`src/rtl/nxtpc_pkg.sv`:
```
// Shared types and helpers for the next-PC predictor.
// Assumes 4-byte aligned instructions.
package nxtpc_pkg;

    typedef enum logic [1:0] {
        CLS_OTHER = 2'b00,
        CLS_CALL  = 2'b01,
        CLS_RET   = 2'b10
    } fetch_cls_e;

    // Two-bit saturating direction counter step
    function automatic logic [1:0] ctr_step(input logic [1:0] c, input logic tk);
        logic [1:0] r;
        if (tk) r = (c == 2'b11) ? c : c + 2'b01;
        else    r = (c == 2'b00) ? c : c - 2'b01;
        return r;
    endfunction

endpackage

```
`src/rtl/nxtpc_btb.sv`:
```
// Direct-mapped target table with a 2-bit direction counter per entry.
// The lookup is combinational on the current state. An update from the
// resolve port becomes visible after the next clock edge. The tag is the
// whole word address, so aliasing never causes a false hit.
module nxtpc_btb #(
    parameter int ADDR_W = 32,
    parameter int IDX_W  = 4
) (
    input  logic              clk,
    input  logic              rst_n,
    input  logic [ADDR_W-1:0] lk_pc,
    output logic              lk_hit,
    output logic              lk_taken,
    output logic [ADDR_W-1:0] lk_target,
    input  logic              up_valid,
    input  logic [ADDR_W-1:0] up_pc,
    input  logic              up_taken,
    input  logic [ADDR_W-1:0] up_target
);
    localparam int DEPTH = 1 << IDX_W;
    localparam int TAG_W = ADDR_W - 2;

    logic              ent_vld [DEPTH];
    logic [TAG_W-1:0]  ent_tag [DEPTH];
    logic [ADDR_W-1:0] ent_tgt [DEPTH];
    logic [1:0]        ent_ctr [DEPTH];

    logic [IDX_W-1:0] lk_idx, up_idx;
    logic             up_hit;

    assign lk_idx = lk_pc[IDX_W+1:2];
    assign up_idx = up_pc[IDX_W+1:2];

    // Lookup: hit test, direction and stored target
    always_comb begin
        lk_hit    = ent_vld[lk_idx] && (ent_tag[lk_idx] == lk_pc[ADDR_W-1:2]);
        lk_taken  = lk_hit && ent_ctr[lk_idx][1];
        lk_target = ent_tgt[lk_idx];
    end

    // Update-side hit test
    assign up_hit = ent_vld[up_idx] && (ent_tag[up_idx] == up_pc[ADDR_W-1:2]);

    // Valid bits and counters: reset, train on hit, allocate on taken miss
    always_ff @(posedge clk) begin
        if (!rst_n) begin
            for (int i = 0; i < DEPTH; i++) begin
                ent_vld[i] <= 1'b0;
                ent_ctr[i] <= 2'b00;
            end
        end else if (up_valid) begin
            if (up_hit) begin
                ent_ctr[up_idx] <= nxtpc_pkg::ctr_step(ent_ctr[up_idx], up_taken);
            end else if (up_taken) begin
                ent_vld[up_idx] <= 1'b1;
                ent_ctr[up_idx] <= 2'b10;
            end
        end
    end

    // Tag and target storage: written on allocate or on a taken hit
    always_ff @(posedge clk) begin
        if (up_valid && up_taken) begin
            ent_tag[up_idx] <= up_pc[ADDR_W-1:2];
            ent_tgt[up_idx] <= up_target;
        end
    end

endmodule

```
`src/rtl/nxtpc_ras.sv`:
```
// Circular return address stack. DEPTH must be a power of two.
// A push onto a full stack overwrites the oldest entry. A pop from an
// empty stack does nothing. Push and pop never occur in the same cycle.
module nxtpc_ras #(
    parameter int ADDR_W = 32,
    parameter int DEPTH  = 8
) (
    input  logic                       clk,
    input  logic                       rst_n,
    input  logic                       push,
    input  logic [ADDR_W-1:0]          push_addr,
    input  logic                       pop,
    output logic [ADDR_W-1:0]          top_addr,
    output logic                       empty,
    output logic [$clog2(DEPTH+1)-1:0] depth_cnt
);
    localparam int PTR_W = $clog2(DEPTH);
    localparam int CNT_W = $clog2(DEPTH + 1);
    localparam logic [CNT_W-1:0] CNT_FULL = CNT_W'(DEPTH);

    logic [ADDR_W-1:0] stk [DEPTH];
    logic [PTR_W-1:0]  wr_ptr;
    logic [CNT_W-1:0]  cnt;

    assign top_addr  = stk[wr_ptr - 1'b1];
    assign empty     = (cnt == '0);
    assign depth_cnt = cnt;

    // Pointer and occupancy bookkeeping
    always_ff @(posedge clk) begin
        if (!rst_n) begin
            wr_ptr <= '0;
            cnt    <= '0;
        end else if (push) begin
            wr_ptr <= wr_ptr + 1'b1;
            if (cnt != CNT_FULL) cnt <= cnt + 1'b1;
        end else if (pop && !empty) begin
            wr_ptr <= wr_ptr - 1'b1;
            cnt    <= cnt - 1'b1;
        end
    end

    // Entry storage written on push
    always_ff @(posedge clk) begin
        if (push) stk[wr_ptr] <= push_addr;
    end

endmodule

```
`src/rtl/nxtpc_predictor.sv`:
```
// Fetch next-PC predictor. It merges the target table lookup, the
// counter direction and the return stack into one next-address mux.
// A return with a non-empty stack bypasses the table. The resolve port
// trains the table and flags mispredicts; flushing is done elsewhere.
module nxtpc_predictor #(
    parameter int ADDR_W    = 32,
    parameter int IDX_W     = 4,
    parameter int RAS_DEPTH = 8
) (
    input  logic              clk,
    input  logic              rst_n,
    input  logic              fetch_valid,
    input  logic [ADDR_W-1:0] fetch_pc,
    input  logic [1:0]        fetch_cls,
    output logic [ADDR_W-1:0] pred_next_pc,
    output logic              pred_taken,
    input  logic              res_valid,
    input  logic [ADDR_W-1:0] res_pc,
    input  logic              res_taken,
    input  logic [ADDR_W-1:0] res_target,
    input  logic              res_pred_taken,
    input  logic [ADDR_W-1:0] res_pred_target,
    output logic              res_mispredict
);
    import nxtpc_pkg::*;

    localparam int CNT_W = $clog2(RAS_DEPTH + 1);

    logic              btb_hit, btb_taken;
    logic [ADDR_W-1:0] btb_target;
    logic [ADDR_W-1:0] seq_pc, ras_top;
    logic              ras_empty, is_call, is_ret;
    logic [CNT_W-1:0]  ras_cnt;

    assign seq_pc  = fetch_pc + ADDR_W'(4);
    assign is_call = (fetch_cls == CLS_CALL);
    assign is_ret  = (fetch_cls == CLS_RET);

    nxtpc_btb #(.ADDR_W(ADDR_W), .IDX_W(IDX_W)) u_btb (
        .clk       (clk),
        .rst_n     (rst_n),
        .lk_pc     (fetch_pc),
        .lk_hit    (btb_hit),
        .lk_taken  (btb_taken),
        .lk_target (btb_target),
        .up_valid  (res_valid),
        .up_pc     (res_pc),
        .up_taken  (res_taken),
        .up_target (res_target)
    );

    nxtpc_ras #(.ADDR_W(ADDR_W), .DEPTH(RAS_DEPTH)) u_ras (
        .clk       (clk),
        .rst_n     (rst_n),
        .push      (fetch_valid && is_call),
        .push_addr (seq_pc),
        .pop       (fetch_valid && is_ret),
        .top_addr  (ras_top),
        .empty     (ras_empty),
        .depth_cnt (ras_cnt)
    );

    // Next-address mux: stack for returns, else table when predicted taken
    always_comb begin
        pred_next_pc = seq_pc;
        pred_taken   = 1'b0;
        if (is_ret) begin
            if (!ras_empty) begin
                pred_next_pc = ras_top;
                pred_taken   = 1'b1;
            end
        end else if (btb_taken) begin
            pred_next_pc = btb_target;
            pred_taken   = 1'b1;
        end
    end

    // Mispredict report from resolved versus carried prediction
    always_comb begin
        res_mispredict = 1'b0;
        if (res_valid) begin
            if (res_taken != res_pred_taken)
                res_mispredict = 1'b1;
            else if (res_taken && (res_target != res_pred_target))
                res_mispredict = 1'b1;
        end
    end

endmodule

```
`config.mk`:
```
export PLATFORM = sky130hd
export DESIGN_NAME = nxtpc_predictor
export DESIGN_NICKNAME = d
export VERILOG_FILES = /design/src/rtl/nxtpc_pkg.sv /design/src/rtl/nxtpc_btb.sv /design/src/rtl/nxtpc_ras.sv /design/src/rtl/nxtpc_predictor.sv
export SDC_FILE = /design/constraint.sdc
export NUM_CORES = 2
export LEC_CHECK = 0
export ABC_AREA = 1
export CAP_MARGIN = 20
export CORE_AREA = 2 2 388 390
export DETAILED_ROUTE_END_ITERATION = 10
export DIE_AREA = 0 0 390 392
export PLACE_DENSITY = 0.55
export SLEW_MARGIN = 20
export SYNTH_ARGS = -nofsm -noshare
export SYNTH_HDL_FRONTEND = slang
export SYNTH_HIERARCHICAL = 1
export SYNTH_SLANG_ARGS = --single-unit
```
`constraint.sdc`:
```
create_clock -name clk -period 4.4 [get_ports clk]
set_input_delay 0.44 -clock clk [delete_from_list [all_inputs] [get_ports clk]]
set_output_delay 0.44 -clock clk [all_outputs]
set_load 0.005 [all_outputs]
```
==> impl.org <==
** Run status
- Result of the run :: complete, no violations

** Power and ir drop
- Summed over all cells, the static leakage comes to 0.0255 uW.
- PwrDens :: a little over 400 mW/mm2
- IR analysis of the VDD net gives a maximum drop of 0.308 mV.

** Critical path
- Startpoint Class :: flop
- The largest single stage delay on the critical path is 0.44 ns.
- Setup slack of the worst register-to-register path :: 1.19 ns
- The critical path is of the flop to output port type.
- The worst register-to-register path begins at u_ras/wr_ptr[0].
- Depth of the worst register-to-register path :: 6
- Max Fanout on Critical Path :: 13
- The worst setup path is captured at an output port.
- Critical path's slowest cell :: sky130_fd_sc_hd__clkdlybuf4s50_1
- Worst path cell trace :: nor2_1 > nor2_1 > o21ai_0 > o21ai_0 > o21ai_0 > nand2_1 > nand2_2 > o21ai_0 > inv_1 > nand2_1 > nor2_1 > nand2_1 > nor2_1 > nand2_1 > nor2_2 > buf_6 > nand2_8 > buf_6 > o22ai_1 > o21bai_2 > inv_1 > clkdlybuf4s50_1
- Arrival time of the worst setup path :: 3.90 ns
- The worst register-to-register path ends at u_ras/stk[6][4].
- STA puts the critical path data required time at 3.96 ns.

** Synthesis
- Mean instance size in the synthesized netlist :: between 10 and 15 um2
- Number of warning messages in the yosys log :: 6
- Area of the mapped netlist :: 0.0593 mm2
- The number of nets in the synthesized netlist is 5980.
- After technology mapping, the gate count stands at 5838.

** Global routing
- Number of global-route vias before repair :: roughly 42000
- The number of antenna violations at the first check in global routing came to 7.
- Global-route congestion overflow total :: 0
- GRT Overall Usage :: 25.3%
- The first global-routing pass estimated 284000 um of wire.
- Pin count of the biggest net entering global routing :: roughly 220

** Min path
- The startpoint identified for the worst hold timing path is res_pc[2].
- The path class of the tightest hold or removal check is input pin to flop.
- Worst hold endpoint :: u_btb/ent_tag[0][0]
- Instance count along the most critical hold path :: 2

** Routing
- In the routed design, unresolved DRC markers number 0.
- For this block, the routed nets add up to 196000 um of wire.
- The routed layout has 45360 vias.
- The count of nets left with antenna violations once routing finished came out at 0.
- Initial DRT Pass Iterations :: 6
- After the first detailed-routing iteration, the DRC count stood at around 4500.
- Dividing the detail-routed via count by the number of cells gives 5.58.
- In the final routed layout, each cell accounts on average for around 24 um.

** Floorplan
- In this run the vertical extent of the chip is between 300 and 400 um.
- Once the floorplan was initialized, standard cells occupied 39.8% of the core.
- DIE AREA :: approximately 0.15 mm2
- The region available for standard cell placement spans approximately 0.15 mm2.
- Chip width :: 390 um
- 170 I/O pins were placed.
- Row count :: between 100 and 150

** STA
- The number of hold violations in the final report is 0.
- The worst path uses 98.6% of the clock period.
- Endpoints failing setup :: 0
- The routed design could run at a clock period as short as roughly 4.3 ns.
- Worst clock skew :: approximately 0.037 ns
- Unrepaired setup endpoints after global routing :: true
- Adding up every negative setup slack in the final design gives 0 ns.
- Worst-margin pin slew :: 1.10 ns
- Headroom to the max-slew limit came out at 26.4%.
- Final slew viol count :: 0
- Static timing analysis puts the maximum clock frequency at 0.231 GHz.

** Layout
- Once layout is complete, the utilization of the core stands at a little under half.
- Fin nets :: approximately 6200
- Fill cells :: 13549
- Share of final-layout standard cells stronger than drive strength 1 :: 9.67%
- Layout overhead on the synthesized area :: 17.9%

** Placement
- At the end of routability-driven placement, the weighted congestion stood at 0.864.
- Count of input and output buffers :: 167
- Post-detail-place hpwl :: approximately 110000 um

** Clock tree
- Cts-stage hold buffer count :: 0
- Clock buffer count from CTS :: 144
- TritonCTS built the clock tree.
- Register clock-pin slew on the reported worst setup and hold paths :: about 0.060 ns
- Buffers from clock root to sink, at most :: 3
- Count of clock tree sinks :: 1303
- Clock Root Buffer :: sky130_fd_sc_hd__clkbuf_16
- Number of H-tree branching levels :: 4
- The clock reaches the later pin of the worst-skew pair after 0.78 ns.

** Job
- Across the run, the number of max-cap violations was 0.
-- critical path, delay by kind of cell (launching register included) --
kind | cells | cell delay (ns)
and+or+nand+nor | 11 | 1.05
buffers and inverters | 5 | 0.88
AOI/OAI and AO/OA | 6 | 0.78
DFF | 1 | 0.39
-- metal layers --
metal  global-route usage [%]  vias up  wire length, um
met4                     8.68        8             6180
li1                         -    20805                -
met5                        0        -               55
met1                     35.1    22316            84200
met2                     40.5     1920            91100
met3                     3.88      311            14900
-- through the flow --
step | instances | total power (uW) | hold slack [ns] | cell area (um2) | worst slack, ns
after global routing | 8131 | 29600 | 0.336 | 69900 | -0.196
after global placement | 7859 | 17100 | 0.460 | 65000 | -0.0773
after detailed placement | 7859 | 17100 | 0.472 | 65000 | -0.0788
after floorplan | 5838 | 15700 | 0.442 | 59300 | 0.0688
after CTS | 8123 | 28800 | 0.303 | 69600 | -0.0284
final | 8133 | 28700 | 0.380 | 69900 | 0.0621
-- worst max path at each step --
stage,start,end,slack [ns],cells past startpoint
2_1_floorplan,res_pc[4],u_btb/ent_tag[5][0],0.07,7
3_3_place_gp,fetch_pc[2],pred_next_pc[6],-0.08,24
3_5_place_dp,fetch_pc[3],pred_next_pc[6],-0.08,19
4_1_cts,u_btb/ent_tag[13][23],pred_next_pc[14],-0.03,22
5_1_grt,u_btb/ent_tag[6][23],pred_next_pc[19],-0.20,22
6_report,u_btb/ent_tag[2][19],pred_next_pc[12],0.06,22
-- state kept, by name, summed over array words and instances (netlist names) --
signal	cells
u_btb/ent_ctr	32
u_btb/ent_tag	480
u_btb/ent_tgt	512
u_btb/ent_vld	16
u_ras/depth_cnt	4
u_ras/stk	256
u_ras/wr_ptr	3
-- final cells by class --
cell class / instances / area (um2) / area share, %
Sequential cell: 1303 / 38900 / 55.7
Multi-Input combinational cell: 3937 / 18400 / 26.3
Timing Repair Buffer: 446 / 4670 / 6.68
Clock buffer: 201 / 3880 / 5.55
Tap cell: 1944 / 2430 / 3.48
Inverter: 238 / 923 / 1.32
Clock inverter: 60 / 701 / 1.00
Antenna cell: 4 / 10.0 / 0.0143
-- power breakdown --
part | internal [uW] | switching [uW] | total, uW
Combinational | 976 | 2070 | 3050
Clock | 6800 | 4980 | 11800
Sequential | 13800 | 50.1 | 13800
-- cell usage in the layout, fill, tap and decap left out, types with 9 or more instances in the layout --
cell type                         instances
sky130_fd_sc_hd__dfxtp_1                 22
sky130_fd_sc_hd__xor2_1                  15
sky130_fd_sc_hd__dlymetal6s2s_1          17
sky130_fd_sc_hd__o21bai_1                14
sky130_fd_sc_hd__inv_1                  221
sky130_fd_sc_hd__clkinv_1                29
sky130_fd_sc_hd__nor2_4                  35
sky130_fd_sc_hd__nor2_1                 897
sky130_fd_sc_hd__o21ai_0                682
sky130_fd_sc_hd__o221ai_1                99
sky130_fd_sc_hd__nand3b_1                11
sky130_fd_sc_hd__nand2_2                 25
sky130_fd_sc_hd__o211ai_1               124
sky130_fd_sc_hd__nand3_1                194
sky130_fd_sc_hd__xnor2_1                 15
sky130_fd_sc_hd__nand2_1               1480
sky130_fd_sc_hd__clkinv_2                11
sky130_fd_sc_hd__a22oi_1                 16
sky130_fd_sc_hd__clkbuf_1                54
sky130_fd_sc_hd__edfxtp_1              1280
sky130_fd_sc_hd__buf_4                  207
sky130_fd_sc_hd__clkbuf_16              147
sky130_fd_sc_hd__buf_12                  69
sky130_fd_sc_hd__o21ai_1                 69
sky130_fd_sc_hd__clkdlybuf4s50_1        131
sky130_fd_sc_hd__nor3_1                  18
sky130_fd_sc_hd__a21oi_1                 79
sky130_fd_sc_hd__nand4_1                 15
sky130_fd_sc_hd__bufinv_16               10
sky130_fd_sc_hd__nor2_2                  16
sky130_fd_sc_hd__o22ai_2                  9
sky130_fd_sc_hd__o22ai_1                 78
-- timing repair --
action	CTS	global route
setup buffers	2	6
pin swaps	2	12
setup endpoints to repair	33	32
gates cloned	1	0
gates resized for setup	47	63
Note: power is estimated with default switching activity, not from simulation.
